--- src/rtl/adc_host_pkg.sv ---
package adc_host_pkg;
  // Which view of the result register the read bus presents.
  typedef enum logic [1:0] {
    LANE_OFF  = 2'd0,
    LANE_FULL = 2'd1,
    LANE_LOW  = 2'd2,
    LANE_HIGH = 2'd3
  } lane_sel_e;
endpackage

--- src/rtl/adc_start_detect.sv ---
module adc_start_detect #(
  parameter int SYNC_STAGES = 2
) (
  input  logic clk,
  input  logic rst_n,
  input  logic conv_start_i,
  input  logic cs_n_i,
  output logic start_o
);
  localparam int TOP = SYNC_STAGES - 1;

  logic [SYNC_STAGES-1:0] sync_q;
  logic                   lvl_d_q;
  logic                   cs_n_d_q;

  always_ff @(posedge clk or negedge rst_n) begin
    if (!rst_n) begin
      sync_q   <= '0;
      lvl_d_q  <= 1'b0;
      cs_n_d_q <= 1'b1;
    end else begin
      sync_q   <= {sync_q[SYNC_STAGES-2:0], conv_start_i};
      lvl_d_q  <= sync_q[TOP];
      cs_n_d_q <= cs_n_i;
    end
  end

  // Rising edge of the synchronised convert-start, or a chip-select fall
  // while convert-start is held low.
  assign start_o = (sync_q[TOP] & ~lvl_d_q) |
                   (~sync_q[TOP] & cs_n_d_q & ~cs_n_i);
endmodule

--- src/rtl/adc_conv_seq.sv ---
module adc_conv_seq #(
  parameter int SAMPLE_W    = 12,
  parameter int CONV_CYCLES = 13
) (
  input  logic                clk,
  input  logic                rst_n,
  input  logic                start_i,
  input  logic [SAMPLE_W-1:0] sample_i,
  output logic                busy_o,
  output logic [SAMPLE_W-1:0] result_o
);
  localparam int              CNT_W = (CONV_CYCLES > 1) ? $clog2(CONV_CYCLES) : 1;
  localparam logic [CNT_W-1:0] LOAD = CNT_W'(CONV_CYCLES - 1);

  logic [CNT_W-1:0] cnt_q;

  always_ff @(posedge clk or negedge rst_n) begin
    if (!rst_n) begin
      busy_o   <= 1'b0;
      cnt_q    <= '0;
      result_o <= '0;
    end else if (!busy_o) begin
      if (start_i) begin
        busy_o <= 1'b1;
        cnt_q  <= LOAD;
      end
    end else if (cnt_q == '0) begin
      busy_o   <= 1'b0;
      result_o <= sample_i;
    end else begin
      cnt_q <= cnt_q - 1'b1;
    end
  end
endmodule

--- src/rtl/adc_lane_mux.sv ---
module adc_lane_mux
  import adc_host_pkg::*;
#(
  parameter int SAMPLE_W = 12,
  parameter int BYTE_W   = 8
) (
  input  lane_sel_e           lane_i,
  input  logic [SAMPLE_W-1:0] result_i,
  output logic [SAMPLE_W-1:0] data_o
);
  localparam int HI_W = SAMPLE_W - BYTE_W;

  always_comb begin
    data_o = '0;
    case (lane_i)
      LANE_FULL: data_o = result_i;
      LANE_LOW:  data_o[BYTE_W-1:0] = result_i[BYTE_W-1:0];
      LANE_HIGH: data_o[HI_W-1:0]   = result_i[SAMPLE_W-1:BYTE_W];
      default:   data_o = '0;
    endcase
  end
endmodule

--- src/rtl/adc_host_if.sv ---
module adc_host_if
  import adc_host_pkg::*;
#(
  parameter int SAMPLE_W    = 12,
  parameter int BYTE_W      = 8,
  parameter int CONV_CYCLES = 13,
  parameter int SYNC_STAGES = 2
) (
  input  logic                clk,
  input  logic                rst_n,
  input  logic                conv_start_i,
  input  logic                cs_n_i,
  input  logic                rd_n_i,
  input  logic                par_mode_i,
  input  logic                hi_byte_i,
  input  logic [SAMPLE_W-1:0] sample_i,
  output logic                busy_n_o,
  output logic [SAMPLE_W-1:0] data_o,
  output logic                data_oe_o
);
  logic                start_req;
  logic                busy;
  logic [SAMPLE_W-1:0] result_q;
  lane_sel_e           lane;

  adc_start_detect #(.SYNC_STAGES(SYNC_STAGES)) start_i (
    .clk(clk), .rst_n(rst_n), .conv_start_i(conv_start_i),
    .cs_n_i(cs_n_i), .start_o(start_req)
  );

  adc_conv_seq #(.SAMPLE_W(SAMPLE_W), .CONV_CYCLES(CONV_CYCLES)) seq_i (
    .clk(clk), .rst_n(rst_n), .start_i(start_req), .sample_i(sample_i),
    .busy_o(busy), .result_o(result_q)
  );

  assign data_oe_o = ~cs_n_i & ~rd_n_i;
  assign busy_n_o  = ~busy;

  always_comb begin
    if (!data_oe_o)      lane = LANE_OFF;
    else if (par_mode_i) lane = LANE_FULL;
    else if (hi_byte_i)  lane = LANE_HIGH;
    else                 lane = LANE_LOW;
  end

  adc_lane_mux #(.SAMPLE_W(SAMPLE_W), .BYTE_W(BYTE_W)) mux_i (
    .lane_i(lane), .result_i(result_q), .data_o(data_o)
  );
endmodule

--- config.mk ---
export PLATFORM = sky130hd
export DESIGN_NAME = adc_host_if
export DESIGN_NICKNAME = d
export VERILOG_FILES = /design/src/rtl/adc_host_pkg.sv /design/src/rtl/adc_start_detect.sv /design/src/rtl/adc_conv_seq.sv /design/src/rtl/adc_lane_mux.sv /design/src/rtl/adc_host_if.sv
export SDC_FILE = /design/constraint.sdc
export NUM_CORES = 1
export LEC_CHECK = 0
export BUFFER_PORTS_ARGS = -buffer_cell sky130_fd_sc_hd__buf_2
export CELL_PAD_IN_SITES_DETAIL_PLACEMENT = 1
export CELL_PAD_IN_SITES_GLOBAL_PLACEMENT = 2
export CORE_UTILIZATION = 33
export CTS_CLUSTER_DIAMETER = 60
export DETAILED_ROUTE_END_ITERATION = 7
export PLACE_DENSITY_LB_ADDON = 0.1
export SYNTH_ARGS = -nofsm -noshare
export SYNTH_HDL_FRONTEND = slang
export SYNTH_SLANG_ARGS = --single-unit
export TNS_END_PERCENT = 20
--- constraint.sdc ---
create_clock -name clk -period 3.7 [get_ports clk]
set_input_delay 0.555 -clock clk [delete_from_list [all_inputs] [get_ports clk]]
set_output_delay 0.555 -clock clk [all_outputs]
set_load 0.01 [all_outputs]
---- Word level (Yosys, flattened, before mapping) ----
Cells that the tools add are included.
word-level totals
  input bits .............................. 19
  bits in writable memories ............... 0
  bits in latches ......................... 0
  bits in read-only memories .............. 0
  memories kept ........................... 0
  output and inout port bits .............. 14
  register bits after elaboration ......... 21
operators by class
  muxes and demuxes ....................... 12
  equal/unequal tests ..................... 4
  $add $sub $neg .......................... 1
  divide/modulo/power cells ............... 0
  $lt $le $gt $ge ......................... 0
  bitwise operators ....................... 10
  $mul .................................... 0
  shift-type cells ........................ 0
  reduce and logical (&&, ||, !) cells .... 5
operators by type and width
  kind                                                                    number
  4-bit 2-to-1 mux                                                        5
  4-bit one-hot mux with 2 select lines                                   1
  1-bit inverter                                                          5
  1-bit bitwise AND                                                       4
  2-bit equality test (second input constant)                             2
  4-bit logical NOT                                                       1
  1-bit 2-to-1 mux                                                        4
  2-bit 2-to-1 mux                                                        2
  2-bit AND reduction                                                     2
  4-bit by 1-bit subtractor with 4-bit output (second input constant)     1
  2-bit by 1-bit equality test with 1-bit output (second input constant)  1
  2-bit != test (second input constant)                                   1
  2-bit nonzero test                                                      1
  2-bit OR reduction                                                      1
  1-bit bitwise OR                                                        1

---- Depth between registers and ports, before layout ----
  word-level depth ........................ 6
  mapped depth ............................ 7
  depth with buffers taken out ............ 6

---- By module ----
From an unflattened synthesis, not the netlist that was laid out.
second synthesis, totals
  cells, all modules ...................... 85
  area total of the unflattened synthesis .. 1047.3 sq um
modules (own cells, without submodules)
  module            times used  cells each  area an instance (sq um)
  adc_conv_seq      1           53          763.2
  adc_lane_mux      1           21          143.9
  adc_start_detect  1           7           117.6
  adc_host_if       1           4           22.5

---- Worst setup path before layout ----
No wires, ideal clock.
  path kind ............................... input to output
  start ................................... input cs_n_i
  end ..................................... output data_o[0]
  slack ................................... 1.489 ns
  stages on the path ...................... 5
  buffers on the path ..................... 0
  required time ........................... 3.145 ns
  data arrival time ....................... 1.656 ns
  cells stage by stage .................... or3_1 -> ha_1 -> inv_1 -> a22oi_1 -> nor2_1
on the way
  longest elaborated chain between the ends .. 6
  elaborated cells between the ends (all ways) .. 8
RTL lines
  item                                                                                   line                text
  start: declaration                                                                     adc_host_if.sv:12   input logic cs_n_i,
  1-bit inverter *                                                                       adc_host_if.sv:36   assign data_oe_o = ~cs_n_i & ~rd_n_i;
  1-bit bitwise AND *                                                                    adc_host_if.sv:36
  2-bit 2-to-1 mux *                                                                     adc_host_if.sv:40   if (!data_oe_o) lane = LANE_OFF;
  2-bit equality test or 2-bit by 1-bit equality test with 1-bit output (tied branches)  adc_lane_mux.sv:15  case (lane_i)
  2-bit OR reduction (no source line)                                                    n/a
  4-bit one-hot mux with 2 select lines *                                                adc_lane_mux.sv:15
  end: declaration                                                                       adc_host_if.sv:18   output logic [SAMPLE_W-1:0] data_o,
Mark *: on every way between the ends. The rest lies on a longest branch, timed or not.

---- Final worst setup path ----
  start ................................... input cs_n_i
  end ..................................... output data_o[1]
Same word-level chain as after synthesis.

==> results.json <==
{
  "final_hold_viol_count": 0,
  "timing.critical_path.max_delay_family": "simple AND/OR/NAND/NOR gates",
  "setup_viol": 0,
  "clock_sink_count": 21,
  "critical_path_buf_inv_count": 3,
  "share_clk_of_total_power": 0.140,
  "worst-path-stages": 7,
  "violated_checks": "design-rule violations",
  "endpoint_kind": "primary output",
  "grt_start_max_net_pins": 22,
  "power.static_leakage_nw": 0.606,
  "clk-insertion-delay-late_ps": 300,
  "p_int_w": 0.000532,
  "number_of_instances_in_the_synthesized_netlist": 86,
  "detailedPlace.worstSlack_ps": 1160,
  "worst_clock_skew_ps": 5.04,
  "regArea_sq_um": 527,
  "synth-seq-cells": 21,
  "grt_use_met1": 0.194,
  "run_status": "complete, but fails checks",
  "critical-path-max-stage-delay_ps": 430,
  "cts.root.buffer_cell": "clkbuf_4",
  "globalplace.congestion": 0.749,
  "clock_path_buffers": 2,
  "cts-buffers-inserted": 3,
  "critical_path.reg2reg.endpoint": "seq_i.cnt_q[3]$_DFFE_PN0P_",
  "vdd_ir_drop_max_v": 0.000269,
  "global_route.usage.met3": 0.0295,
  "top_usage_layer": "met2",
  "timing.critical_path.cells": "buf_2, or3_1, ha_1, inv_1, a22oi_1, nor2_1, buf_2",
  "initial_utilization": 0.356,
  "ys_seq_area_frac": 0.523,
  "yosys_warnings": 0,
  "antenna_found_initial": 0,
  "cp_max_fo": 5,
  "min-delay-path-class": "input port to async pin",
  "rows": 19,
  "detail_route.wl_per_cell_microns": 13.9,
  "die_y_microns": 57.2,
  "timing.slew.headroom": 0.525,
  "worst-r2r-cell-count": 6,
  "critPathMostFrequentCell": "buf_2",
  "worst_hold_slack_ps": 193,
  "p_sw_w": 0.000260,
  "via_per_inst": 4.91,
  "slew_violations": 0,
  "worst-slew-pin-transition_ps": 713,
  "initialDrtViolationCount": 10,
  "final_min_period_over_clock_period": 0.689,
  "cts_repair_resize_count": 0,
  "grt_pass1_wl_microns": 3480,
  "dpl.hpwl_microns": 1610,
  "power.share.sequential": 0.500,
  "placement.io_buffers": 32,
  "critical_path.startpoint_type": "input port",
  "critPathSlowestCell": "or3_1",
  "postSynthNetCount": 110,
  "globalRouteOverflowTotal": 0,
  "final_core_util": 0.430,
  "fin_tns_setup_ps": 0,
  "synth.distinct_cells": 23,
  "placeableCoreArea_sq_um": 2830,
  "global_routing_usage_on_met2": 0.220,
  "pwr_density_cell_nw_per_um2": 651,
  "share_of_layout_cells_above_drive_strength_1": 0.408,
  "die_w_microns": 57.2,
  "worst-endpoint-required_ps": 3140,
  "die_area_sq_um": 3280,
  "route.vias.total": 742,
  "syn_area_sq_um": 1010,
  "total_power_w": 0.000792,
  "grt_pass1_vias": 764,
  "clkTransAtPathRegs_ps": 120,
  "setup.worst_path.class": "input port to primary output",
  "power.share.switching": 0.328,
  "synth_enable_flop_cells": 0,
  "period_minus_slack_ps": 2550,
  "comb_power_frac": 0.360,
  "worstPathArrival_ps": 2000,
  "cts_tree": "yes",
  "antennaDiodeCount": 0,
  "post-route-worst-setup-slack_ps": 1150,
  "share_of_flip_flops_with_an_asynchronous_set_or_reset_after_synthesis": 1.00,
  "average_instance_area_after_synthesis_sq_um": 11.7,
  "setup_repair_after_global_routing_missed_its_margin": "no",
  "area_growth_pct": 20.9,
  "holdBufCountCts": 0,
  "total_number_of_h_tree_levels": 1,
  "rr_startpoint": "seq_i.cnt_q[0]$_DFFE_PN0P_",
  "multiInputGateArea_sq_um": 443,
  "layout_nets": 145,
  "global_route.usage.total": 0.143,
  "max_freq_mhz": 392,
  "max_cap_violations": 0,
  "io-pin-count": 33,
  "fill_cells": 338,
  "cts_setup_buffers": 0,
  "drt_drc_violations_left": 2,
  "first_pass_iters": 6,
  "antenna_left": 0,
  "postSynth.topFlopCell": "dfrtp_1",
  "ff2ff_setup_slack_ps": 1400,
  "wirelength_microns": 2100
}
## cells in the mapped netlist, types with 2 or more instances
master    n  area (sq um)
a22oi_1   4          30.0
and2_1    4          25.0
dfrtp_1  20           500
ha_1      5          62.6
inv_1     6          22.5
mux2_2   12           135
nand2_1   2          7.51
nor2_1    9          33.8
nor2b_1   6          37.5
nor3_1    3          15.0
o21a_1    2          15.0
or3_1     2          12.5
## layer usage
layer,share of wire,wire length (microns),vias up
li1,-,-,359
met1,0.47,993,359
met2,0.47,985,20
met3,0.048,101,4
met4,0.010,21,0
met5,0,0,-
## registers in the layout, summed over array words and instances (netlist names)
signal,count
seq_i.busy_o,1
seq_i.cnt_q,4
seq_i.result_o,12
start_i.cs_n_d_q,1
start_i.lvl_d_q,1
start_i.sync_q,2
## kinds of logic (layout without fill, tap and decap cells)
| kind of cell | after synthesis | in the layout | synth area share |
|---|---|---|---|
| and+or+nand+nor | 29 | 29 | 0.161 |
| buffers and inverters | 8 | 42 | 0.0373 |
| DFF | 21 | 21 | 0.523 |
| adders and majority gates | 5 | 5 | 0.0621 |
| AOI/OAI and AO/OA | 10 | 10 | 0.0733 |
| xor gates and xnor gates | 1 | 1 | 0.00870 |
| muxes | 12 | 12 | 0.134 |
## cell usage in the layout, fill, tap and decap left out, drive strengths merged, types with 2 or more instances in the layout
| cell type | n |
|---|---|
| nor2b | 6 |
| clkbuf | 4 |
| nor2 | 9 |
| and2 | 4 |
| a22oi | 4 |
| dfrtp | 20 |
| nor3 | 3 |
| buf | 32 |
| ha | 5 |
| inv | 6 |
| o21a | 2 |
| nand2 | 2 |
| mux2 | 12 |
| or3 | 2 |
## cell type report
| class | count | area share |
|---|---|---|
| repair buffers | 32 | 0.132 |
| multi-input cells | 57 | 0.364 |
| inverters | 6 | 0.0185 |
| clock buffers | 4 | 0.0216 |
| flip-flops and latches | 21 | 0.433 |
| well taps | 31 | 0.0319 |
## through the flow
step | area (sq um) | instances
4_1_cts | 1220 | 151
3_3_place_gp | 1190 | 147
6_report | 1220 | 151
2_1_floorplan | 1010 | 86
5_1_grt | 1220 | 151
3_5_place_dp | 1190 | 147
## power groups by stage
stage	Sequential, W	Clock (W)	Combinational (W)
after floorplan	0.000378	0	0.000227
after global placement	0.000401	0	0.000279
after detailed placement	0.000402	0	0.000290
after CTS	0.000398	0.000121	0.000291
after global routing	0.000410	0.000128	0.000320
final	0.000396	0.000111	0.000285
## worst max path at each step
stage	from	end	slack [ps]
detailed placement	cs_n_i	data_o[1]	1160
global route	cs_n_i	data_o[1]	1020
global placement	cs_n_i	data_o[3]	1180
floorplan	cs_n_i	data_o[0]	1490
finish	cs_n_i	data_o[1]	1150
CTS	cs_n_i	data_o[1]	1150
(Power assumes the default switching activity.)
